<file path="config.mk">
export PLATFORM = sky130hd
export DESIGN_NAME = drr_matcher
export DESIGN_NICKNAME = d
export VERILOG_FILES = /design/src/rtl/drr_pkg.sv /design/src/rtl/drr_rr_pick.sv /design/src/rtl/drr_request_stage.sv /design/src/rtl/drr_grant_stage.sv /design/src/rtl/drr_accept_stage.sv /design/src/rtl/drr_matcher.sv
export SDC_FILE = /design/constraint.sdc
export NUM_CORES = 1
export LEC_CHECK = 0
export CAP_MARGIN = 20
export CORE_MARGIN = 5
export CORE_UTILIZATION = 30
export CTS_BUF_LIST = sky130_fd_sc_hd__clkbuf_4
export CTS_CLUSTER_SIZE = 40
export DETAILED_ROUTE_END_ITERATION = 6
export PLACE_DENSITY_LB_ADDON = 0.25
export REMOVE_ABC_BUFFERS = 1
export SETUP_SLACK_MARGIN = 0.5
export SKIP_CTS_REPAIR_TIMING = 1
export SYNTH_ARGS = -nofsm -noshare
export SYNTH_HDL_FRONTEND = slang
export SYNTH_SLANG_ARGS = --single-unit
</file>
<file path="constraint.sdc">
create_clock -name clk -period 15.9 [get_ports clk]
set_input_delay 3.18 -clock clk [delete_from_list [all_inputs] [get_ports clk]]
set_output_delay 3.18 -clock clk [all_outputs]
set_load 0.005 [all_outputs]
</file>
<file path="src/rtl/drr_pkg.sv">
package drr_pkg;

   // Cyclic successor of a port number.
   function automatic int wrap_inc(input int v, input int n);
      return (v + 1 >= n) ? 0 : v + 1;
   endfunction

   // Arbiter implementation selectors.
   localparam int ARB_SCAN = 0;
   localparam int ARB_MASK = 1;

endpackage

</file>
<file path="src/rtl/drr_rr_pick.sv">
module drr_rr_pick #(
   parameter int N    = 4,
   parameter int W    = 2,
   parameter int IMPL = drr_pkg::ARB_SCAN
) (
   input  logic [N-1:0] req,
   input  logic [W-1:0] ptr,
   output logic [N-1:0] gnt,
   output logic [W-1:0] idx,
   output logic         any
);

   assign any = |req;

   generate
      if (IMPL == drr_pkg::ARB_SCAN) begin : g_scan
         // Walk from the pointer around the ring, first hit wins.
         always_comb begin
            logic found;
            int   pos;
            gnt   = '0;
            idx   = '0;
            found = 1'b0;
            for (int k = 0; k < N; k++) begin
               pos = int'(ptr) + k;
               if (pos >= N) pos = pos - N;
               if (!found && req[pos]) begin
                  found    = 1'b1;
                  gnt[pos] = 1'b1;
                  idx      = W'(pos);
               end
            end
         end
      end else begin : g_mask
         // Thermometer mask: lowest request at or above pointer, else lowest overall.
         logic [N-1:0] upper;
         logic [N-1:0] sel;
         always_comb begin
            for (int b = 0; b < N; b++) begin
               upper[b] = req[b] && (W'(b) >= ptr);
            end
            sel = (|upper) ? upper : req;
            gnt = sel & (~sel + N'(1));
            idx = '0;
            for (int b = 0; b < N; b++) begin
               if (gnt[b]) idx = W'(b);
            end
         end
      end
   endgenerate

endmodule

</file>
<file path="src/rtl/drr_request_stage.sv">
module drr_request_stage #(
   parameter int N    = 4,
   parameter int W    = 2,
   parameter int IMPL = drr_pkg::ARB_SCAN
) (
   input  logic [N*N-1:0] occ,
   input  logic [N-1:0]   in_busy,
   input  logic [N-1:0]   out_busy,
   input  logic [N*W-1:0] in_ptr,
   output logic [N*N-1:0] req
);

   generate
      for (genvar i = 0; i < N; i++) begin : g_in
         logic [N-1:0] cand;
         logic [W-1:0] pick_idx;
         logic         pick_any;

         assign cand = occ[i*N +: N] & ~out_busy & {N{~in_busy[i]}};

         drr_rr_pick #(.N(N), .W(W), .IMPL(IMPL)) u_pick (
            .req (cand),
            .ptr (in_ptr[i*W +: W]),
            .gnt (req[i*N +: N]),
            .idx (pick_idx),
            .any (pick_any)
         );
      end
   endgenerate

endmodule

</file>
<file path="src/rtl/drr_grant_stage.sv">
module drr_grant_stage #(
   parameter int N    = 4,
   parameter int W    = 2,
   parameter int IMPL = drr_pkg::ARB_SCAN
) (
   input  logic [N*N-1:0] req,
   input  logic [N-1:0]   out_busy,
   input  logic [N*W-1:0] out_ptr,
   output logic [N*N-1:0] gnt
);

   generate
      for (genvar j = 0; j < N; j++) begin : g_out
         logic [N-1:0] col;
         logic [W-1:0] pick_idx;
         logic         pick_any;

         for (genvar i = 0; i < N; i++) begin : g_col
            assign col[i] = req[i*N + j] & ~out_busy[j];
         end

         drr_rr_pick #(.N(N), .W(W), .IMPL(IMPL)) u_pick (
            .req (col),
            .ptr (out_ptr[j*W +: W]),
            .gnt (gnt[j*N +: N]),
            .idx (pick_idx),
            .any (pick_any)
         );
      end
   endgenerate

endmodule

</file>
<file path="src/rtl/drr_accept_stage.sv">
module drr_accept_stage #(
   parameter int N    = 4,
   parameter int W    = 2,
   parameter int IMPL = drr_pkg::ARB_SCAN
) (
   input  logic [N*N-1:0] req,
   input  logic [N*N-1:0] gnt,
   input  logic [N*W-1:0] in_ptr,
   output logic [N*N-1:0] acc
);

   generate
      for (genvar i = 0; i < N; i++) begin : g_in
         logic [N-1:0] offer;
         logic [W-1:0] pick_idx;
         logic         pick_any;

         for (genvar j = 0; j < N; j++) begin : g_off
            assign offer[j] = gnt[j*N + i] & req[i*N + j];
         end

         drr_rr_pick #(.N(N), .W(W), .IMPL(IMPL)) u_pick (
            .req (offer),
            .ptr (in_ptr[i*W +: W]),
            .gnt (acc[i*N +: N]),
            .idx (pick_idx),
            .any (pick_any)
         );
      end
   endgenerate

endmodule

</file>
<file path="src/rtl/drr_matcher.sv">
module drr_matcher #(
   parameter int NPORT    = 4,
   parameter int ITERS    = 2,
   parameter int ARB_IMPL = drr_pkg::ARB_SCAN,
   parameter int IDXW     = (NPORT > 1) ? $clog2(NPORT) : 1
) (
   input  logic                   clk,
   input  logic                   rst_n,
   input  logic                   start,
   input  logic [NPORT*NPORT-1:0] occ,
   output logic                   done,
   output logic [NPORT-1:0]       match_valid,
   output logic [NPORT*IDXW-1:0]  match_idx,
   output logic [NPORT*NPORT-1:0] out_grant
);

   localparam int NN = NPORT * NPORT;
   localparam int CW = (ITERS > 1) ? $clog2(ITERS) : 1;
   localparam logic [CW-1:0] LAST_IT = CW'(ITERS - 1);

   // Elaboration-time parameter checks.
   generate
      if (NPORT < 2) begin : g_bad_nport
         $error("drr_matcher: NPORT must be at least 2");
      end
      if (ITERS < 1 || ITERS > NPORT) begin : g_bad_iters
         $error("drr_matcher: ITERS must lie in 1..NPORT");
      end
      if (ARB_IMPL != drr_pkg::ARB_SCAN && ARB_IMPL != drr_pkg::ARB_MASK) begin : g_bad_impl
         $error("drr_matcher: unknown ARB_IMPL");
      end
      if (IDXW < $clog2(NPORT)) begin : g_bad_idxw
         $error("drr_matcher: IDXW too narrow for NPORT");
      end
   endgenerate

   logic [NN-1:0]         occ_q;
   logic [NPORT-1:0]      in_m_q;
   logic [NN-1:0]         gnt_q;
   logic [NPORT*IDXW-1:0] idx_q;
   logic [NPORT*IDXW-1:0] in_ptr_q;
   logic [NPORT*IDXW-1:0] out_ptr_q;
   logic                  busy_q;
   logic [CW-1:0]         it_q;
   logic                  done_q;

   logic [NPORT-1:0]      out_m;
   logic [NN-1:0]         req_v;
   logic [NN-1:0]         gnt_v;
   logic [NN-1:0]         acc_v;

   always_comb begin
      for (int j = 0; j < NPORT; j++) begin
         out_m[j] = |gnt_q[j*NPORT +: NPORT];
      end
   end

   drr_request_stage #(.N(NPORT), .W(IDXW), .IMPL(ARB_IMPL)) u_req (
      .occ      (occ_q),
      .in_busy  (in_m_q),
      .out_busy (out_m),
      .in_ptr   (in_ptr_q),
      .req      (req_v)
   );

   drr_grant_stage #(.N(NPORT), .W(IDXW), .IMPL(ARB_IMPL)) u_gnt (
      .req      (req_v),
      .out_busy (out_m),
      .out_ptr  (out_ptr_q),
      .gnt      (gnt_v)
   );

   drr_accept_stage #(.N(NPORT), .W(IDXW), .IMPL(ARB_IMPL)) u_acc (
      .req      (req_v),
      .gnt      (gnt_v),
      .in_ptr   (in_ptr_q),
      .acc      (acc_v)
   );

   always_ff @(posedge clk or negedge rst_n) begin
      if (!rst_n) begin
         occ_q     <= '0;
         in_m_q    <= '0;
         gnt_q     <= '0;
         idx_q     <= '0;
         in_ptr_q  <= '0;
         out_ptr_q <= '0;
         busy_q    <= 1'b0;
         it_q      <= '0;
         done_q    <= 1'b0;
      end else begin
         done_q <= 1'b0;
         if (!busy_q && start) begin
            occ_q  <= occ;
            in_m_q <= '0;
            gnt_q  <= '0;
            idx_q  <= '0;
            busy_q <= 1'b1;
            it_q   <= '0;
         end else if (busy_q) begin
            for (int i = 0; i < NPORT; i++) begin
               for (int j = 0; j < NPORT; j++) begin
                  if (acc_v[i*NPORT + j]) begin
                     in_m_q[i]                 <= 1'b1;
                     idx_q[i*IDXW +: IDXW]     <= IDXW'(j);
                     gnt_q[j*NPORT + i]        <= 1'b1;
                     if (it_q == '0) begin
                        in_ptr_q[i*IDXW +: IDXW]  <= IDXW'(drr_pkg::wrap_inc(j, NPORT));
                        out_ptr_q[j*IDXW +: IDXW] <= IDXW'(drr_pkg::wrap_inc(i, NPORT));
                     end
                  end
               end
            end
            if (it_q == LAST_IT) begin
               busy_q <= 1'b0;
               done_q <= 1'b1;
            end else begin
               it_q <= it_q + CW'(1);
            end
         end
      end
   end

   assign done        = done_q;
   assign match_valid = in_m_q;
   assign match_idx   = idx_q;
   assign out_grant   = gnt_q;

endmodule

</file>
**Word-level counts from Yosys, hierarchy flattened**

Cells that the tools add are included.

- Register bits after elaboration: 63
- Input port bits: 19
- Word-level logic and storage cells: 868

- Add/sub/neg operators: 57
- Magnitude comparators: 96
- Mux-type cells: 447
- Bitwise logic cells: 86
- Reduce and logical (&&, ||, !) cells: 152

Operators with widths:

| kind | number |
|---|---|
| $ge 32x1->1 const B | 32 |
| $lt 32x4->1 const B | 32 |
| $mux 32 | 32 |
| $mux 1 | 201 |
| $mux 4 | 50 |
| $mux 2 | 80 |
| $or 4x4->4 | 36 |
| $bmux 1 s2 | 48 |
| $sub 3x3->4 const B | 22 |
| $ge 3x3->1 const B | 23 |
| $logic_and 1x1->1 | 69 |
| $demux 1 s2 | 32 |
| $sub 32x4->32 const B | 2 |
| $add 2x2->3 const B | 16 |
| $reduce_and 2->1 | 21 |
| $logic_not 1->1 | 37 |
| $reduce_bool 2->1 | 17 |
| $and 1x1->1 | 32 |
| $and 4x4->4 | 8 |
| $ge 32x4->1 const B | 1 |
| $mux 16 | 2 |
| $sub 2x3->4 const B | 8 |
| $add 2x1->3 const B | 8 |
| $ge 2x3->1 const B | 8 |
| other kinds (6) | 21 |

**Depth between registers and ports, before layout**

Gate-level depths: netlist (run 1).

- Depth after elaboration: 52
- Mapped depth: 22

**Hierarchy**

Synthesis (run 1) repeated with hierarchy kept, for this count alone.

- Cell total of the unflattened synthesis: 954
- Area total of the unflattened synthesis: 8868.5 um2

By module, submodules not included:

| module | instances | cells each | area each (um2) | seq. area each (um2) |
|---|---|---|---|---|
| drr_rr_pick | 12 | 54 | 483.0 | 0.0 |
| drr_matcher | 1 | 258 | 2752.6 | 1576.5 |
| drr_request_stage | 1 | 16 | 120.1 | 0.0 |
| drr_accept_stage | 1 | 16 | 100.1 | 0.0 |
| drr_grant_stage | 1 | 16 | 100.1 | 0.0 |

**Least setup slack after synthesis (run 1)**

No wires, ideal clock.

- Path type: register -> register
- Start point: register (tool-made name)
- End point: register idx_q[0], in the netlist match_idx[0]
- Library setup time: 67 ps
- Arrival time: 5665 ps
- Data required time: 15833 ps
- Path slack: 10168 ps
- Cell stages (with the launch flop): 23
- Path buffers: 4
- Cells stage by stage: dfrtp_1 -> buf_2 -> buf_2 -> clkinv_1 -> ha_1 -> buf_1 -> or4bb_1 -> o22ai_1 -> o21bai_1 -> or3_1 -> and3_1 -> buf_1 -> a2111oi_1 -> nor3_1 -> nand4_1 -> a31oi_4 -> mux2_2 -> mux2_2 -> a221oi_1 -> o221ai_1 -> or2_1 -> nor3_2 -> a311o_1

RTL lines:

| what | RTL line | source |
|---|---|---|
| end signal, assigned by index | drr_matcher.sv:105 | `idx_q[i*IDXW +: IDXW] <= IDXW'(j);` |
| end, declared | drr_matcher.sv:40 | `logic [NPORT*IDXW-1:0] idx_q;` |

==> run_results.csv, run 1 <==
group,metric,value,unit
outcome,outcome,"completed",
min_path,hp-class,"reg2reg",
floorplanning,die_area,31700,um2
floorplanning,std_cell_rows,61,
floorplanning,initial_core_util,30.5,%
timing,max_freq,136,MHz
setup_path,worstPathCellList,"clkinv_1, ha_1, or4b_1, o22ai_2, o31a_1, nor3_1, or3_1, a2111o_1, a21boi_1, o211ai_1, a31oi_1, mux2i_1, or3_1, a21oi_1, a221o_1, inv_1, a21oi_1, o22ai_1",
setup_path,path_max_fanout,22,
yosys,yosysWarnings,0,
global_routing,grt_max_degree,64,
drt,via_per_inst,6.10,
yosys,seq_area_frac_synth,18.6,%
clock_network,clock_sinks,63,
setup_path,rrSetupSlack,8.52,ns
drt,drt_iter0_markers,962,
yosys,synth_top_area_cell,"dfrtp_1",
yosys,syn_avg_cell_area,7.97,um2
timing,worst_slew_pin_slew,1.07,ns
global_routing,grtUsageTotal,19.3,%
yosys,synth_area_leaders,"dfrtp_1 19%, ha_1 7.7%, nand2_1 5.7%, mux4_2 4.0%, o21ai_0 3.1%",
drt,ant_nets,0,
layout,stdcell_area,9430,um2
global_routing,grt_pass1_wl,48400,um
min_path,min_to,"occ_q[6]",
yosys,synth_top_cells_by_count,"128 x nand2_1, 63 x dfrtp_1, 61 x nor2_1",
timing,fin_ws,8.52,ns
yosys,ys_ff_latch,63,
drt,route.vias.total,8955,
layout,area_delta_synth_final,11.2,%
job,drv_cap,0,
yosys,synth_most_common_cell,"nand2_1",
floorplanning,fp.dieW,178,um
clock_network,cts_buffers,9,
timing,hold_viol,0,
min_path,holdPathStages,2,
setup_path,cp-end-kind,"flip-flop",
layout,drive_above_1_share,9.74,%
drt,drt_first_pass_iters,5,
drt,wl,31100,um
timing,period_share,46.4,%
placement,gp_routability_congestion,0.955,
clock_network,cts_buffer_depth,2,
floorplanning,die_h,178,um
timing,hold_slack,0.532,ns
layout,nets,1154,
timing,clock_skew,0.0211,ns
global_routing,grt_overflow,0,
timing,finalMaxSlewViolations,0,
placement,hpwl,23400,um
yosys,synth_area,8480,um2
drt,drc,0,
clock_network,cts_tree,"done",
setup_path,startpoint_type,"flip-flop",
timing,setup_tns,0,ns
clock_network,cts.clk_slew.worst_paths,0.14,ns
setup_path,critical_path.slowest_cell,"dfrtp_1",
timing,relSlewSlack,28.5,%
timing,rsz0062_at_grt,"no",
yosys,synthArstFlopShare,100,%
setup_path,crit_required,16.22,ns
min_path,hold_path_startpoint,"occ_q[6]",
floorplanning,io_pins,48,
clock_network,h-tree-depth,3,
placement,pre_cts_slack,8.68,ns
yosys,synthDistinctLibCells,103,
placement,dpl_cell_area,9300,um2
drt,wl_per_cell,21.2,um
yosys,synthCells,1065,
setup_path,reg2reg_to,"match_idx[6]",
timing,finalCriticalPeriod,7.38,ns
setup_path,crit_arrival,7.69,ns
setup_path,critPathKind,"reg2reg",
setup_path,r2r_cells,18,
placement,io_buffers,47,
clock_network,cts_root_buf,"clkbuf_4",
yosys,synthFlopType,"dfrtp_1",
timing,setup_viol,0,
global_routing,grt_antenna_before_repair,1,
yosys,synth_edf_count,0,
yosys,synth_top_area_share,18.6,%
clock_network,clock_latency,0.44,ns
floorplanning,fp.coreArea,27900,um2
global_routing,grt_pass1_vias,8380,
setup_path,cpPeakStageDelay,0.81,ns
## area by class of cell
class	instances	area [um2]
sequential	63	1580
antenna	1	2.50
multi-input combinational	886	6460
inverter	64	240
clock buffer	9	67.6
fill	2937	18400
tap	378	473
timing repair buffer	59	556
clock inverter	7	57.6
## cells in the final DEF (no fill, tap or decap), types with 14 or more instances in the layout
cell	netlist	layout
a211oi_1	24	24
clkdlybuf4s50_1	0	46
nand2_1	128	128
nand3_1	22	22
nor3_1	32	32
nor2_1	61	61
o21ai_0	53	53
a31oi_1	14	14
ha_1	52	52
mux4_2	15	15
dfrtp_1	63	63
nand2b_1	17	17
o21ai_1	17	17
o211ai_1	24	24
mux2i_1	19	19
a21oi_1	49	49
inv_1	55	55
or3_1	16	16
## metal layers
metal / vias to the layer above / global-route usage (%) / wire (um)
li1: 4197 / - / -
met2: 350 / 31.5 / 14700
met4: 0 / 5.41 / 633
met5: - / 0 / 0
met1: 4366 / 27.3 / 14000
met3: 42 / 1.53 / 1700
## worst max-delay path, delay by kind of cell, from the launching register on
kind / cells / cell delay, ns
AOI/OAI and AO/OA: 10 / 3.44
adders and majority gates: 1 / 0.60
buffers and inverters: 2 / 0.64
DFF: 1 / 0.81
muxes: 1 / 0.28
and+or+nand+nor: 4 / 1.48
## through the flow
stage / instances / util (%)
6_report: 1467 / 33.9
5_1_grt: 1467 / 33.9
4_1_cts: 1466 / 33.8
3_5_place_dp: 1450 / 33.4
3_3_place_gp: 1450 / 33.4
2_1_floorplan: 1013 / -
## cells by family (layout without fill, tap and decap cells)
logic type / after synthesis / count (layout) / synth area share [%]
mux: 45 / 45 / 7.85
fa+ha+maj: 52 / 52 / 7.67
simple gates: 405 / 405 / 25.8
compound gates: 384 / 384 / 34.7
other cells: 0 / 1 / 0
flops: 63 / 63 / 18.6
buf+inv: 116 / 139 / 5.46
## worst max path at each step
stage / to / slack, ns / depth (start not counted)
4_1_cts: match_valid[1] / 8.63 / 17
5_1_grt: match_valid[1] / 8.02 / 17
3_5_place_dp: match_valid[1] / 8.68 / 18
3_3_place_gp: match_valid[1] / 8.66 / 17
6_report: match_idx[6] / 8.52 / 18
2_1_floorplan: match_idx[0] / 9.93 / 16
Power of run 1 is left out: the tool's default activity adds up to more than one toggle a clock period on the data nets, which glitch-free logic cannot reach.
==> run 2: changes to the inputs <==
clock period = 6.45 ns   (was 15.9 ns; I/O delays follow)
==> run_results.csv, run 2 (synthesis results as in run 1) <==
group,metric,value,unit
layout,final_cell_mix,"127 x nand2_1, 62 x dfrtp_1, 60 x nor2_1",
clock_network,cts.clk_slew.worst_paths,0.15,ns
placement,hpwl,24500,um
timing,clock_skew,0.0296,ns
timing,worst_slew_pin_slew,0.954,ns
global_routing,grtUsageTotal,20.0,%
outcome,outcome,"completed",
clock_network,clock_latency,0.45,ns
setup_path,startpoint_type,"flip-flop",
floorplanning,fp.coreArea,27900,um2
floorplanning,std_cell_rows,61,
global_routing,grt_overflow,0,
layout,drive_above_1_share,15.6,%
layout,fill_cells,2931,
drt,via_per_inst,6.05,
min_path,holdPathStages,2,
layout,mostFrequentLayoutCell,"nand2_1",
timing,finalCriticalPeriod,5.71,ns
timing,finalMaxSlewViolations,0,
clock_network,cts_buffers,9,
timing,hold_viol,0,
timing,relSlewSlack,36.4,%
clock_network,clock_sinks,63,
layout,nets,1200,
layout,multi_input_area,6650,um2
clock_network,cts_tree,"done",
job,drv_cap,0,
setup_path,cp-end-kind,"flip-flop",
placement,gp_routability_congestion,0.944,
global_routing,grt_antenna_before_repair,1,
floorplanning,die_h,178,um
timing,period_share,88.5,%
placement,io_buffers,47,
drt,drc,0,
drt,ant_nets,0,
clock_network,h-tree-depth,3,
setup_path,crit_arrival,6.06,ns
global_routing,grt_pass1_wl,50100,um
clock_network,cts_root_buf,"clkbuf_4",
floorplanning,io_pins,48,
timing,rsz0062_at_grt,"no",
timing,max_freq,175,MHz
floorplanning,initial_core_util,30.5,%
drt,route.vias.total,9148,
floorplanning,fp.dieW,178,um
drt,wl,32300,um
setup_path,path_max_fanout,9,
setup_path,rrSetupSlack,0.74,ns
floorplanning,die_area,31700,um2
setup_path,crit_required,6.80,ns
global_routing,grt_max_degree,64,
layout,regArea,1580,um2
min_path,min_to,"occ_q[6]",
timing,setup_tns,0,ns
min_path,hp-class,"reg2reg",
min_path,hold_path_startpoint,"occ_q[6]",
global_routing,grt_pass1_vias,8677,
setup_path,r2r_cells,18,
drt,wl_per_cell,21.3,um
drt,drt_iter0_markers,934,
drt,drt_first_pass_iters,5,
layout,area_delta_synth_final,18.3,%
setup_path,critPathKind,"reg2reg",
clock_network,cts_buffer_depth,2,
timing,setup_viol,0,
-- run 2: area by class of cell --
class / instances / area share [%]
antenna: 1 / 0.0249
tap: 378 / 4.71
clock buffer: 9 / 0.673
timing repair buffer: 105 / 9.18
multi-input combinational: 886 / 66.3
inverter: 64 / 2.39
sequential: 63 / 15.7
clock inverter: 7 / 0.960
-- run 2: worst max-delay path by stage --
stage                    to  slack, ns         start
2_1_floorplan  match_idx[0]       0.48  out_grant[5]
3_3_place_gp   match_idx[6]       0.28     flip-flop
3_5_place_dp   match_idx[6]       0.26     flip-flop
4_1_cts        match_idx[6]       0.25     flip-flop
5_1_grt        match_idx[0]       0.51     flip-flop
6_report          flip-flop       0.74     flip-flop
-- run 2: worst max-delay path, stage by stage (launching register included) --
cell       delay [ns]
dfrtp_1          0.39
inv_1            0.13
ha_1             0.34
or4b_1           0.54
o22ai_2          0.34
o31a_1           0.31
nor3_1           0.13
or3_1            0.40
a2111o_1         0.41
o32ai_1          0.28
o211ai_1         0.22
a31oi_4          0.31
or3b_1           0.43
a2111oi_4        0.31
a21oi_2          0.12
o221a_2          0.36
inv_2            0.17
o21ai_0          0.14
a2bb2oi_1        0.31
-- run 2: per-stage QoR --
| step | cell area (um2) | instances | util [%] | worst slack (ns) | hold slack [ns] |
|---|---|---|---|---|---|
| after global placement | 9600 | 1489 | 34.4 | 0.281 | 0.489 |
| after detailed placement | 9600 | 1489 | 34.4 | 0.264 | 0.495 |
| after CTS | 9760 | 1505 | 35.0 | 0.250 | 0.529 |
| after global routing | 10000 | 1513 | 36.0 | 0.514 | 0.563 |
| final | 10000 | 1513 | 36.0 | 0.741 | 0.523 |
| after floorplan | 8260 | 1013 | - | 0.479 | 0.466 |
-- run 2: routing by layer --
metal	vias up	global-route usage, %	part of all wire [%]
li1	4290	-	-
met1	4492	28.3	47
met2	327	31.6	46
met3	39	2.59	5.3
met4	0	6.25	2.2
met5	-	0	0
Power of run 2 is left out for the same reason.
